[src/rtl/decade_cnt_pkg.sv]
package decade_cnt_pkg;
  typedef enum logic {
    DIR_UP   = 1'b0,
    DIR_DOWN = 1'b1
  } dir_e;

  localparam int unsigned DIGIT_W_DEF = 4;
  localparam int unsigned MODULUS_DEF = 10;
  localparam int unsigned RST_STAGES_DEF = 2;
endpackage

[src/rtl/decade_rst_sync.sv]
module decade_rst_sync #(
  parameter int unsigned STAGES = decade_cnt_pkg::RST_STAGES_DEF
) (
  input  logic clk,
  input  logic rst_n,
  output logic rst_sync_n
);
  logic [STAGES-1:0] sync_q;
  logic [STAGES-1:0] sync_d;

  always_comb begin
    sync_d = {sync_q[STAGES-2:0], 1'b1};
  end

  always_ff @(posedge clk or negedge rst_n) begin
    if (!rst_n) sync_q <= '0;
    else        sync_q <= sync_d;
  end

  assign rst_sync_n = sync_q[STAGES-1];
endmodule

[src/rtl/decade_next.sv]
module decade_next
  import decade_cnt_pkg::*;
#(
  parameter int unsigned WIDTH   = DIGIT_W_DEF,
  parameter int unsigned MODULUS = MODULUS_DEF
) (
  input  logic [WIDTH-1:0] cur,
  input  logic             load_n,
  input  logic [WIDTH-1:0] load_data,
  input  logic             cnt_en_n,
  input  dir_e             dir,
  output logic [WIDTH-1:0] nxt,
  output logic             upd
);
  localparam logic [WIDTH-1:0] TOP_VAL = WIDTH'(MODULUS - 1);

  logic [WIDTH-1:0] inc_val;
  logic [WIDTH-1:0] dec_val;

  always_comb begin
    // Any out-of-range value goes to 0 when counting up.
    inc_val = (cur >= TOP_VAL) ? '0 : cur + 1'b1;
    // Any out-of-range value goes to the top value when counting down.
    dec_val = ((cur == '0) || (cur > TOP_VAL)) ? TOP_VAL : cur - 1'b1;
  end

  always_comb begin
    nxt = cur;
    upd = 1'b0;
    if (!load_n) begin
      nxt = load_data;
      upd = 1'b1;
    end else if (!cnt_en_n) begin
      upd = 1'b1;
      nxt = (dir == DIR_DOWN) ? dec_val : inc_val;
    end
  end
endmodule

[src/rtl/decade_term.sv]
module decade_term
  import decade_cnt_pkg::*;
#(
  parameter int unsigned WIDTH   = DIGIT_W_DEF,
  parameter int unsigned MODULUS = MODULUS_DEF
) (
  input  logic [WIDTH-1:0] cur,
  input  dir_e             dir,
  output logic             term
);
  localparam logic [WIDTH-1:0] TOP_VAL = WIDTH'(MODULUS - 1);

  always_comb begin
    unique case (dir)
      DIR_UP:   term = (cur == TOP_VAL);
      DIR_DOWN: term = (cur == '0);
      default:  term = 1'b0;
    endcase
  end
endmodule

[src/rtl/decade_updown_counter.sv]
module decade_updown_counter
  import decade_cnt_pkg::*;
#(
  parameter int unsigned WIDTH      = DIGIT_W_DEF,
  parameter int unsigned MODULUS    = MODULUS_DEF,
  parameter int unsigned RST_STAGES = RST_STAGES_DEF
) (
  input  logic             clk,
  input  logic             rst_n,
  input  logic [WIDTH-1:0] load_data,
  input  logic             load_n,
  input  logic             cnt_en_n,
  input  logic             dir_down,
  output logic [WIDTH-1:0] count,
  output logic             term_flag,
  output logic             ripple_n
);
  logic             rst_sync_n;
  logic [WIDTH-1:0] cnt_q;
  logic [WIDTH-1:0] cnt_d;
  logic             cnt_upd;
  dir_e             dir;

  assign dir = dir_e'(dir_down);

  decade_rst_sync #(.STAGES(RST_STAGES)) u_rst_sync (
    .clk        (clk),
    .rst_n      (rst_n),
    .rst_sync_n (rst_sync_n)
  );

  decade_next #(.WIDTH(WIDTH), .MODULUS(MODULUS)) u_next (
    .cur       (cnt_q),
    .load_n    (load_n),
    .load_data (load_data),
    .cnt_en_n  (cnt_en_n),
    .dir       (dir),
    .nxt       (cnt_d),
    .upd       (cnt_upd)
  );

  decade_term #(.WIDTH(WIDTH), .MODULUS(MODULUS)) u_term (
    .cur  (cnt_q),
    .dir  (dir),
    .term (term_flag)
  );

  always_ff @(posedge clk or negedge rst_sync_n) begin
    if (!rst_sync_n)  cnt_q <= '0;
    else if (cnt_upd) cnt_q <= cnt_d;
  end

  assign count    = cnt_q;
  // Pulses only in the low clock phase, after the count has settled.
  assign ripple_n = ~(term_flag & ~cnt_en_n & ~clk);
endmodule

[config.mk]
export PLATFORM = sky130hd
export DESIGN_NAME = decade_updown_counter
export DESIGN_NICKNAME = d
export VERILOG_FILES = /design/src/rtl/decade_cnt_pkg.sv /design/src/rtl/decade_rst_sync.sv /design/src/rtl/decade_next.sv /design/src/rtl/decade_term.sv /design/src/rtl/decade_updown_counter.sv
export SDC_FILE = /design/constraint.sdc
export NUM_CORES = 1
export LEC_CHECK = 0
export CAP_MARGIN = 10
export CORE_AREA = 2 2 39 41
export DETAILED_ROUTE_END_ITERATION = 7
export DIE_AREA = 0 0 41 43
export GPL_TIMING_DRIVEN = 1
export PLACE_DENSITY = 0.67
export REMOVE_ABC_BUFFERS = 1
export SLEW_MARGIN = 20
export SYNTH_ARGS = -nofsm -noshare
export SYNTH_HDL_FRONTEND = slang
export SYNTH_SLANG_ARGS = --single-unit
[constraint.sdc]
create_clock -name clk -period 2.7 [get_ports clk]
set_input_delay 0.27 -clock clk [delete_from_list [all_inputs] [get_ports clk]]
set_output_delay 0.27 -clock clk [all_outputs]
set_load 0.01 [all_outputs]
* Word level (Yosys, flattened, before mapping)
Index checks and enable logic that the tools add are counted.
** Word-level totals
- Input bits :: 9
- Register bits after elaboration :: 6
** Operators by class
- Magnitude comparators :: 2
- Eq/ne operators :: 2
- Reduce and logical (&&, ||, !) cells :: 3
- Bitwise operators :: 6
- $add $sub $neg :: 2
- Multiplexer cells :: 8
** Operators with widths (number)
- $mux 4 :: 5
- $add 4x1->4 const B :: 1
- $eq 4x4->1 const B :: 1
- $ge 4x4->1 const B :: 1
- $gt 4x4->1 const B :: 1
- $logic_not 4->1 :: 1
- $not 1->1 :: 4
- $sub 4x1->4 const B :: 1
- $and 1x1->1 :: 2
- $mux 1 :: 2
- $ne 2x2->1 const B :: 1
- $pmux 1 s2 :: 1
- $reduce_and 2->1 :: 1
- $logic_or 1x1->1 :: 1

* Logic depth before layout (Yosys ltp)
Gate-level depths: netlist of the first run.
- Word-level depth :: 6
- Mapped depth :: 7

* By module
From an unflattened synthesis of the first run, not the netlist that was laid out.
** Unflattened totals
- Cells, all modules :: 62
- Area, all modules :: 546.8 µm²
** Modules (own cells, without submodules)
- decade_next :: area each 310.3 µm², times used 1, cells each 47
- decade_updown_counter :: area each 153.9 µm², times used 1, cells each 9
- decade_rst_sync :: area each 53.8 µm², times used 1, cells each 3
- decade_term :: area each 28.8 µm², times used 1, cells each 3

==> flow_metrics.env, run 1 <==
export IMPL_status="complete, no violations"
export IMPL_p_leak_nw=0.289
export IMPL_yosysUniqueCellTypes=29
export IMPL_cp_data_arrival_time_ns=2.19
export IMPL_worstSetupPathType="clock port to primary output"
export IMPL_regArea_um2=150
export IMPL_finClkSkew_ns=0.00466
export IMPL_finalMaxSlewViolations=0
export IMPL_grt_max_degree=16
export IMPL_syn_area_per_cell_um2=8.23
export IMPL_clock_latency_ns=0.36
export IMPL_num_vias=498
export IMPL_r2r_setup_slack_ns=0.81
export IMPL_fp_dieH_um=43
export IMPL_die_w_um=41
export IMPL_grt_pass1_vias=456
export IMPL_cp_cell_sequence="clkbuf_4 -> clkbuf_4 -> nor2_1 -> nand2_1 -> clkdlybuf4s50_1"
export IMPL_critPathMostFrequentCell="clkbuf_4"
export IMPL_cp_slowest_stage_delay_ns=0.47
export IMPL_p_seq_share_pct=32.1
export IMPL_synthXorXnorAreaFrac_pct=0
export IMPL_fin_util_pct=48.6
export IMPL_switching_share_pct=31.6
export IMPL_gp_congestion=0.821
export IMPL_power_density_mw_per_mm2=553
export IMPL_synth_adder_area_share_pct=7.35
export IMPL_design_die_area_mm2=0.00176
export IMPL_maxCapViolCount=0
export IMPL_synth_top_family_by_area="compound AO/OA/AOI/OAI gates"
export IMPL_drt_iter0_markers=12
export IMPL_post_cts_setup_buffers=0
export IMPL_required_ns=2.43
export IMPL_yosys_warnings=0
export IMPL_hold_violations=0
export IMPL_cts_hold_fix_buffers=0
export IMPL_tns_ns=0
export IMPL_start_util_pct=36.9
export IMPL_met3_usage_pct=13.1
export IMPL_n_antenna_cell=0
export IMPL_irDropWorstVdd_uv=256
export IMPL_finalPower_w=0.000372
export IMPL_grt_total_usage_pct=17.5
export IMPL_antenna_found_initial=0
export IMPL_synthMuxAreaShare_pct=0
export IMPL_use_met1_pct=21.7
export IMPL_startpoint_type="clock port"
export IMPL_clkPwrFrac_pct=41.6
export IMPL_multiInputGateArea_um2=299
export IMPL_netlist_area_um2=510
export IMPL_intPower_w=0.000255
export IMPL_io_pins=15
export IMPL_p_switching_w=0.000117
export IMPL_synthSimpleGateAreaFrac_pct=23.8
export IMPL_num_fill_cells=149
export IMPL_top_usage_layer="met1"
export IMPL_cp_max_fo=2
export IMPL_hold_path_class="input port to asynchronous set/reset pin"
export IMPL_ant_nets=0
export IMPL_port_buffers=14
export IMPL_gr_usage_met2_pct=20.6
export IMPL_cts_tree="built"
export IMPL_finalWirelength_mm=1.18
export IMPL_rsz0062_at_grt="no"
export IMPL_cp_end_kind="primary output"
export IMPL_design_core_area_mm2=0.00138
export IMPL_routedWlPerCell_um=12.7
export IMPL_p_comb_share_pct=26.3
export IMPL_crit_slowest_cell="clkdlybuf4s50_1"
export IMPL_synth_compound_area_share_pct=26.7
export IMPL_ys_seq_area_share_pct=29.4
export IMPL_clk_pin_slew_ns=0.05
export IMPL_via_per_inst=5.35
export IMPL_layout_nets=91
export IMPL_area_growth_pct=31.9
export IMPL_rows=14
export IMPL_synth_ff_latch_count=6
export IMPL_grt_first_pass_wirelength_mm=1.95
export IMPL_ctsResizeCount=0
export IMPL_drc_errors=0
export IMPL_syn_inst=62
export IMPL_drive_above_1_share_pct=9.09
export IMPL_grt_ovfl_total=0
export IMPL_first_pass_iters=4
export IMPL_hpwl_um=846
export IMPL_finalSetupViolCount=0
==> placed cells by master, fill, tap and decap left out <==
| cell | Yosys | final |
|---|---|---|
| a21o_1 | 1 | 1 |
| a21oi_1 | 2 | 2 |
| a221o_1 | 1 | 1 |
| a311o_1 | 1 | 1 |
| a311oi_1 | 1 | 1 |
| a31oi_1 | 4 | 4 |
| and4bb_1 | 1 | 1 |
| clkbuf_4 | 0 | 6 |
| clkdlybuf4s50_1 | 0 | 14 |
| conb_1 | 1 | 1 |
| dfrtp_1 | 6 | 6 |
| ha_1 | 3 | 3 |
| inv_1 | 4 | 4 |
| inv_2 | 1 | 1 |
| nand2_1 | 6 | 6 |
| nand2b_1 | 1 | 1 |
| nand3_1 | 3 | 3 |
| nand3b_1 | 2 | 2 |
| nor2_1 | 6 | 6 |
| nor2b_1 | 3 | 3 |
| o2111ai_1 | 1 | 1 |
| o21a_1 | 1 | 1 |
| o21ai_0 | 2 | 2 |
| o21bai_1 | 2 | 2 |
| o22ai_1 | 1 | 1 |
| o31a_1 | 1 | 1 |
| o41ai_1 | 1 | 1 |
| or3b_1 | 1 | 1 |
==> through the flow <==
step	hold WS (ns)	worst slack (ns)	cells	instance area [µm²]
2_1_floorplan	-0.0256	0.923	57	468
5_1_grt	0.0511	0.0634	93	673
4_1_cts	0.0618	0.220	93	673
6_report	0.0715	0.238	93	673
3_3_place_gp	0.0620	0.496	87	628
3_5_place_dp	0.0778	0.496	87	628
==> critical path, delay by kind of cell <==
kind                   cells  cell delay (ns)
buffers and inverters      3             0.70
AND/OR/NAND/NOR            2             0.14
==> flip-flops by register name, indices dropped and copies added, names as in the netlist <==
register,count
count,4
u_rst_sync.sync_q,2
==> final timing paths <==
kind	to	cells after the start	from
max in group asynchronous	count[0]	0	u_rst_sync.sync_q[1]
max	ripple_n	5	clk
min	u_rst_sync.sync_q[1]	1	rst_n
max reg2reg	count[0]	5	count[0]
min reg2reg	count[2]	0	u_rst_sync.sync_q[1]
min in group clk	u_rst_sync.sync_q[1]	0	u_rst_sync.sync_q[0]
==> metal layers <==
metal	vias up	share of wire, %
li1	252	-
met1	230	47
met2	16	47
met3	0	5.2
met4	0	0
met5	-	0
==> cell usage after synthesis <==
master / number / area [µm²]
o21a_1: 1 / 7.51
a21o_1: 1 / 7.51
inv_1: 4 / 15.0
or3b_1: 1 / 8.76
nor2_1: 6 / 22.5
ha_1: 3 / 37.5
nand2_1: 6 / 22.5
conb_1: 1 / 3.75
clkdlybuf4s15_1: 1 / 10.0
nor2b_1: 3 / 18.8
nand2b_1: 1 / 6.26
a311oi_1: 1 / 8.76
nand3b_1: 2 / 15.0
o41ai_1: 1 / 8.76
nand3_1: 3 / 15.0
a221o_1: 1 / 10.0
o21bai_1: 2 / 15.0
clkdlybuf4s25_2: 1 / 10.0
a311o_1: 1 / 10.0
o2111ai_1: 1 / 8.76
a31oi_1: 4 / 25.0
dfrtp_1: 6 / 150
o31a_1: 1 / 8.76
o21ai_0: 2 / 10.0
a21oi_1: 2 / 10.0
inv_2: 1 / 3.75
and4bb_1: 1 / 12.5
o22ai_1: 1 / 6.26
buf_4: 3 / 22.5
==> power groups by stage <==
| stage | logic (W) | registers (W) | clock network (W) |
|---|---|---|---|
| floorplan | 0.0000530 | 0.000119 | 0.00000388 |
| global placement | 0.0000964 | 0.000121 | 0.00000502 |
| detailed placement | 0.0000976 | 0.000121 | 0.00000502 |
| CTS | 0.0000982 | 0.000119 | 0.000164 |
| global route | 0.000109 | 0.000122 | 0.000174 |
| finish | 0.0000977 | 0.000120 | 0.000155 |
==> kinds of logic (layout without fill, tap and decap cells) <==
kind of cell    Yosys count  count (layout)
simple gates             23              23
compound gates           19              19
buf+inv                  10              25
flops                     6               6
fa+ha+maj                 3               3
other cells               1               1
==> final cells by class <==
type,instances,area share (%)
repair buffers,13,19.3
clock buffers,7,8.18
multi-input cells,46,44.4
inverters,5,2.79
flip-flops and latches,6,22.3
well taps,16,2.97
No activity file was read; power rests on OpenSTA's default activity.
==> run 2: changes to the inputs <==
==> constraint.sdc (replaced) <==
create_clock -name clk -period 2.7 [get_ports clk]
set_input_delay 0.675 -clock clk [delete_from_list [all_inputs] [get_ports clk]]
set_output_delay 0.675 -clock clk [all_outputs]
set_load 0.01 [all_outputs]
==> run 2 against run 1 <==
  * Critical path depth unchanged
  * Core utilization up 2.5 points
  * Clock-buffer cell count unchanged
  * Cell count up 5.4%
  * Flip-flop and latch count unchanged
  * Total power up 0.91%
  * Via count up 4.4%
  * Die area unchanged
  * Clock power down 4%
  * Cell area up 5.2%
==> flow_metrics.env, run 2 (same netlist as run 1, synthesis figures left out) <==
export IMPL_status="complete, no violations"
export IMPL_gp_congestion=0.853
export IMPL_maxCapViolCount=0
export IMPL_worstSetupPathType="clock port to primary output"
export IMPL_required_ns=2.03
export IMPL_fin_area_um2=708
export IMPL_drc_errors=0
export IMPL_rows=14
export IMPL_cts_tree="built"
export IMPL_place_area_um2=666
export IMPL_port_buffers=14
export IMPL_io_pins=15
export IMPL_final_cell_mix="12 x clkdlybuf4s50_1, 6 x nand2_1, 6 x nor2_1, 6 x clkbuf_4, 6 x dfrtp_1"
export IMPL_die_w_um=41
export IMPL_grt_ovfl_total=0
export IMPL_cp_max_fo=2
export IMPL_fp_dieH_um=43
export IMPL_via_per_inst=5.31
export IMPL_irDropWorstVdd_uv=218
export IMPL_rsz0062_at_grt="no"
export IMPL_ant_nets=0
export IMPL_hold_path_class="flop to asynchronous set/reset pin"
export IMPL_design_core_area_mm2=0.00138
export IMPL_layout_nets=96
export IMPL_finalSetupViolCount=0
export IMPL_fin_util_pct=51.2
export IMPL_start_util_pct=36.9
export IMPL_place_ws_ns=-0.0654
export IMPL_design_die_area_mm2=0.00176
export IMPL_clock_latency_ns=0.35
export IMPL_cp_end_kind="primary output"
export IMPL_finClkSkew_ns=0.00462
export IMPL_final_common_cell="clkdlybuf4s50_1"
export IMPL_finalMaxSlewViolations=0
export IMPL_power_density_mw_per_mm2=530
export IMPL_area_growth_pct=38.7
export IMPL_drt_iter0_markers=4
export IMPL_drive_above_1_share_pct=14.6
export IMPL_ctsResizeCount=2
export IMPL_grt_max_degree=11
export IMPL_startpoint_type="clock port"
export IMPL_routedWlPerCell_um=12.0
export IMPL_worst_slack_ns=0.0429
export IMPL_first_pass_iters=2
export IMPL_finalWirelength_mm=1.17
export IMPL_largest_register_ffs=4
export IMPL_hpwl_um=874
export IMPL_grt_total_usage_pct=18.2
export IMPL_cp_data_arrival_time_ns=1.98
export IMPL_post_cts_setup_buffers=0
export IMPL_clk_pin_slew_ns=0.05
export IMPL_num_vias=520
export IMPL_grt_pass1_vias=514
export IMPL_hold_violations=0
export IMPL_antenna_found_initial=0
export IMPL_p_leak_nw=0.316
export IMPL_n_antenna_cell=0
export IMPL_grt_first_pass_wirelength_mm=2.02
export IMPL_cts_hold_fix_buffers=0
[run 2: per-stage QoR]
step	hold WS, ns	TNS (ns)	instances	total power [W]
floorplan	0.0403	0	57	0.000176
global placement	0.0655	-0.0823	92	0.000232
detailed placement	0.0791	-0.103	92	0.000233
CTS	0.0836	0	98	0.000383
global route	0.0929	0	98	0.000412
finish	0.0751	0	98	0.000375
[run 2: metal layers]
layer	up-vias	share of wire, %	GRT usage, %	routed length, µm
met1	246	45	19.4	523
met2	14	50	25.0	582
met3	0	5.6	13.1	66
li1	260	-	-	-
met5	-	0	0	0
met4	0	0	10.7	0
[run 2: worst paths after layout]
kind | cells after the start | endpoint | from | slack (ns)
max | 5 | ripple_n | clk | 0.04
min | 0 | count[2] | u_rst_sync.sync_q[1] | 0.08
max reg2reg | 5 | count[0] | count[0] | 0.96
min reg2reg | 0 | count[2] | u_rst_sync.sync_q[1] | 0.08
max in group asynchronous | 1 | u_rst_sync.sync_q[0] | rst_n | 2.08
min in group clk | 0 | u_rst_sync.sync_q[1] | u_rst_sync.sync_q[0] | 0.34
[run 2: cell type report]
type | count | area (µm²)
timing repair buffer | 18 | 166
inverter | 5 | 18.8
tap | 16 | 20.0
clock buffer | 7 | 53.8
fill | 140 | 676
sequential | 6 | 150
multi-input combinational | 46 | 299
[run 2: power by group]
group	internal, W	switching [W]
Sequential	0.0000988	0.0000109
Clock	0.000101	0.0000480
Combinational	0.0000616	0.0000548
Total	0.000262	0.000114
[run 2: critical path: stages]
cell and delay, ns:
clkbuf_4 0.11, clkbuf_4 0.12, nor2_1 0.07, nand2_1 0.05, dlygate4sd2_1 0.28
